$ cat config.mk
export PLATFORM = sky130hd
export DESIGN_NAME = tck_retime_port
export DESIGN_NICKNAME = d
export VERILOG_FILES = /design/src/rtl/tck_retime_pkg.sv /design/src/rtl/tck_retime_ctrl.sv /design/src/rtl/tck_retime_dp.sv /design/src/rtl/tck_retime_port.sv
export SDC_FILE = /design/constraint.sdc
export NUM_CORES = 1
export LEC_CHECK = 0
export BUFFER_PORTS_ARGS = -buffer_cell sky130_fd_sc_hd__buf_2
export CORE_AREA = 4 4 41 43
export CTS_CLUSTER_DIAMETER = 30
export DETAILED_ROUTE_END_ITERATION = 7
export DIE_AREA = 0 0 45 47
export HOLD_SLACK_MARGIN = 0.02
export PLACE_DENSITY = 0.39
export SLEW_MARGIN = 40
export SYNTH_ARGS = -nofsm -noshare
export SYNTH_HDL_FRONTEND = slang
export SYNTH_SLANG_ARGS = --single-unit
$ cat constraint.sdc
create_clock -name clk -period 1 [get_ports clk]
set_clock_uncertainty 0.15 [all_clocks]
set_input_delay 0.2 -clock clk [delete_from_list [all_inputs] [get_ports clk]]
set_output_delay 0.2 -clock clk [all_outputs]
set_load 0.02 [all_outputs]
$ cat src/rtl/tck_retime_pkg.sv
package tck_retime_pkg;

  // Strobes passed from the edge detector to the retiming datapath
  typedef struct packed {
    logic rise;
    logic fall;
  } edgeStrobes_t;

endpackage

$ cat src/rtl/tck_retime_ctrl.sv
module tck_retime_ctrl
  import tck_retime_pkg::*;
#(
  parameter int SYNC_STAGES = 2
) (
  input  logic         clk,
  input  logic         rstN,
  input  logic         tckIn,
  output logic         tckLevel,
  output edgeStrobes_t strobes
);

  localparam int LAST = SYNC_STAGES - 1;

  logic [SYNC_STAGES-1:0] syncQ;
  logic                   dlyQ;

  // Resynchronizer chain: the test clock is only data here
  for (genvar g = 0; g < SYNC_STAGES; g++) begin : g_stage
    if (g == 0) begin : g_first
      always_ff @(posedge clk or negedge rstN) begin
        if (!rstN) syncQ[g] <= 1'b0;
        else       syncQ[g] <= tckIn;
      end
    end else begin : g_next
      always_ff @(posedge clk or negedge rstN) begin
        if (!rstN) syncQ[g] <= 1'b0;
        else       syncQ[g] <= syncQ[g-1];
      end
    end
  end

  // Delayed copy used by the edge comparison and echoed as the returned clock
  always_ff @(posedge clk or negedge rstN) begin
    if (!rstN) dlyQ <= 1'b0;
    else       dlyQ <= syncQ[LAST];
  end

  always_comb begin
    strobes.rise = syncQ[LAST] & ~dlyQ;
    strobes.fall = ~syncQ[LAST] & dlyQ;
  end

  assign tckLevel = dlyQ;

endmodule

$ cat src/rtl/tck_retime_dp.sv
module tck_retime_dp
  import tck_retime_pkg::*;
(
  input  logic         clk,
  input  logic         rstN,
  input  edgeStrobes_t strobes,
  input  logic         tckLevel,
  input  logic         tdiIn,
  input  logic         tmsIn,
  input  logic         tdoIn,
  output logic         rtckOut,
  output logic         tdoOut,
  output logic         tdiCap,
  output logic         tmsCap
);

  // Serial output moves only with the falling-edge enable
  always_ff @(posedge clk or negedge rstN) begin
    if (!rstN)             tdoOut <= 1'b0;
    else if (strobes.fall) tdoOut <= tdoIn;
  end

  // Input and mode select are captured with the rising-edge enable
  always_ff @(posedge clk or negedge rstN) begin
    if (!rstN) begin
      tdiCap <= 1'b0;
      tmsCap <= 1'b0;
    end else if (strobes.rise) begin
      tdiCap <= tdiIn;
      tmsCap <= tmsIn;
    end
  end

  assign rtckOut = tckLevel;

endmodule

$ cat src/rtl/tck_retime_port.sv
module tck_retime_port
  import tck_retime_pkg::*;
#(
  parameter int SYNC_STAGES = 2
) (
  input  logic clk,
  input  logic nReset,
  input  logic nTrst,
  input  logic tckIn,
  input  logic tdiIn,
  input  logic tmsIn,
  input  logic tdoIn,
  output logic rtckOut,
  output logic tdoOut,
  output logic tdiCap,
  output logic tmsCap,
  output logic tckRiseEn,
  output logic tckFallEn,
  output logic tapAdvance
);

  logic         rstN;
  logic         tckLevel;
  edgeStrobes_t strobes;

  assign rstN = nReset & nTrst;

  tck_retime_ctrl #(.SYNC_STAGES(SYNC_STAGES)) u_ctrl (
    .clk      (clk),
    .rstN     (rstN),
    .tckIn    (tckIn),
    .tckLevel (tckLevel),
    .strobes  (strobes)
  );

  tck_retime_dp u_dp (
    .clk      (clk),
    .rstN     (rstN),
    .strobes  (strobes),
    .tckLevel (tckLevel),
    .tdiIn    (tdiIn),
    .tmsIn    (tmsIn),
    .tdoIn    (tdoIn),
    .rtckOut  (rtckOut),
    .tdoOut   (tdoOut),
    .tdiCap   (tdiCap),
    .tmsCap   (tmsCap)
  );

  assign tckRiseEn  = strobes.rise;
  assign tckFallEn  = strobes.fall;
  assign tapAdvance = strobes.rise;

endmodule

==> impl_metrics.yaml <==
outcome:
  status: "finished with violations"
  violations: "setup timing"
route:
  wirelength_um: 473
  post_drt_wl_per_cell_um: 9.46
  routed_via_density: 3.42
  postRouteAntennaNets: 0
  drtIter0Drc: 0
  num_vias: 171
  drc: 0
  drtPass1Iterations: 1
final_layout:
  multi_input_comb_area_um2: 78.8
  drive_above_1_share: 0.714
  regArea_um2: 151
  nFillCells: 153
  final_nets: 43
  diodes: 0
  design_area_um2: 437
  stdcell_count: 50
  areaGrowthSynthToFinish_pct: 87.6
synthesis:
  synth-seq-cells: 6
  ys_top_cells_by_area: "dfrtp_1 65%, mux2_4 13%, nor2b_4 12%, mux2_2 4.8%, buf_4 3.2%"
  synth_edf_count: 0
  synthCells: 13
  synth_nets: 20
  synthMuxAreaShare: 0.177
  syn_area_per_cell_um2: 17.9
  ys_seq_area_frac: 0.645
  synth_compound_area_frac: 0
  synth_common_cells: "6 x dfrtp_1, 2 x mux2_4, 2 x nor2b_4"
  synth_top_area_cell: "dfrtp_1"
  synthFlopType: "dfrtp_1"
  yosysUniqueCellTypes: 6
  synthXorXnorAreaFrac: 0
  synth.most_common_cell: "dfrtp_1"
  synth_top_area_share: 0.645
  yosys_warnings: 0
  synth_top_family_by_area: "multiplexers"
  syn_area_um2: 233
  synthAdderAreaFrac: 0
  ys_async_sr_fraction: 1.00
  synth_simple_gate_area_frac: 0.145
timing:
  fin_ws_ps: -324
  fin_crit_sh: 1.32
  rsz0062_at_grt: "yes"
  fmax_mhz: 755
  relSlewSlack: 0.823
  finalHoldViolations: 0
  whs_ps: 41.0
  worstMarginPinSlew_ps: 266
  slew_violations: 0
  finalCriticalPeriod_ps: 1320
  setup_violations: 10
die:
  pin_count: 14
  start_util: 0.179
  coreArea_um2: 1300
  rows: 13
  dieArea_um2: 2120
  die_w_um: 45
  die_y_um: 47
critical_path:
  cp_max_fo: 3
  worstPathRequired_ps: 650
  r2r_end: "u_dp.tmsCap"
  cp-start-kind: "register"
  r2r_start: "u_ctrl.syncQ[1]"
  ff2ff_path_depth: 3
  crit_end: "tckRiseEn"
  criticalPathCategory: "reg -> out"
  cp-end-kind: "output pin"
  r2r_setup_slack_ps: -310
  critPathArrivalTime_ps: 970
  worstSetupStartpoint: "u_ctrl.syncQ[1]"
global_routing:
  grt_pass1_wl_um: 848
  antenna_found_initial: 0
  grtUsageTotal: 0.0605
  grt_pass1_vias: 193
  grt_remaining_overflow: 0
  grt_max_degree: 7
power_and_ir_drop:
  power.density_nw_per_um2: 1600
  vdd_drop_max_mv: 0.577
  leakage_nw: 0.221
  finalPower_uw: 697
place:
  place_inst: 40
  numPortBuffers: 13
  dpl-instance-area_um2: 314
  place_congestion: 0.536
cts:
  clock_latency_ps: 240
  cts.sinks: 6
  cts_htree_levels: 1
  root_buffer: "clkbuf_4"
  clockBufferDepth: 2
  cts_tree: "yes"
  numCtsBuffers: 3
  path_clk_slew_ps: 50
worst_hold_path:
  hp-class: "in -> reg"
flow_run:
  timing.max_cap.violations: 0
## through the flow
stage          setup WS, ps  setup TNS (ps)   util
3_3_place_gp           -167            -755  0.241
3_5_place_dp           -183            -822  0.241
5_1_grt                -399           -2760  0.336
6_report               -324           -2270  0.336
2_1_floorplan          -279           -1110      -
4_1_cts                -332           -2300  0.324
## cell usage in the layout, fill, tap and decap left out
cell type      synthesis  final
dfrtp_2                0      1
buf_2                  0      6
mux2_4                 2      3
and2_1                 1      1
buf_6                  0      7
clkbuf_1               0      1
nor2b_4                2      2
dfrtp_1                6      5
clkbuf_4               0      3
dlygate4sd3_1          0      3
buf_4                  1      3
## report_power, final
group	internal [mW]	switching, mW
sequential	0.268	0.0176
combinational	0.108	0.0676
clock	0.151	0.0850
## how the worst min path moves through the flow
| stage | start | slack [ps] | to | cells past startpoint |
|---|---|---|---|---|
| finish | tdoIn | 40 | u_dp.tdoOut | 2 |
| global placement | nTrst | 30 | u_dp.tdiCap | 2 |
| CTS | tdoIn | 30 | u_dp.tdoOut | 2 |
| floorplan | nTrst | -80 | u_ctrl.syncQ[0] | 1 |
| global route | tdoIn | 30 | u_dp.tdoOut | 2 |
| detailed placement | nTrst | 30 | u_dp.tdiCap | 2 |
## worst max-delay path, cell delays in order (launching register included)
cell	delay, ps
dfrtp_1	390
nor2b_4	200
buf_6	130
## flip-flops by register name (all words and copies together), names as in the netlist
name / cells
u_ctrl.syncQ: 2
u_ctrl.tckLevel: 1
u_dp.tdiCap: 1
u_dp.tdoOut: 1
u_dp.tmsCap: 1
## layout make-up
type	instances	area share
timing repair buffer	19	0.370
multi-input combinational	6	0.181
sequential	6	0.347
tap	15	0.0430
clock buffer	4	0.0602
## logic make-up after synthesis
family	count (synthesis)
buffers and inverters	1
DFF	6
muxes	3
and+or+nand+nor	3
## metal layers
layer | up-vias | track usage | wire (um)
met4 | 0 | 0.0526 | 0
li1 | 85 | - | -
met2 | 4 | 0.0876 | 274
met1 | 82 | 0.0626 | 171
met5 | - | 0 | 0
met3 | 0 | 0.0345 | 27
## repair_timing
action,in CTS,in global routing
setup buffers,2,1
gates resized for setup,12,2
hold buffers,3,0
endpoints found under the setup margin,10,10
endpoints found under the hold margin,7,0
(Power assumes the default switching activity.)
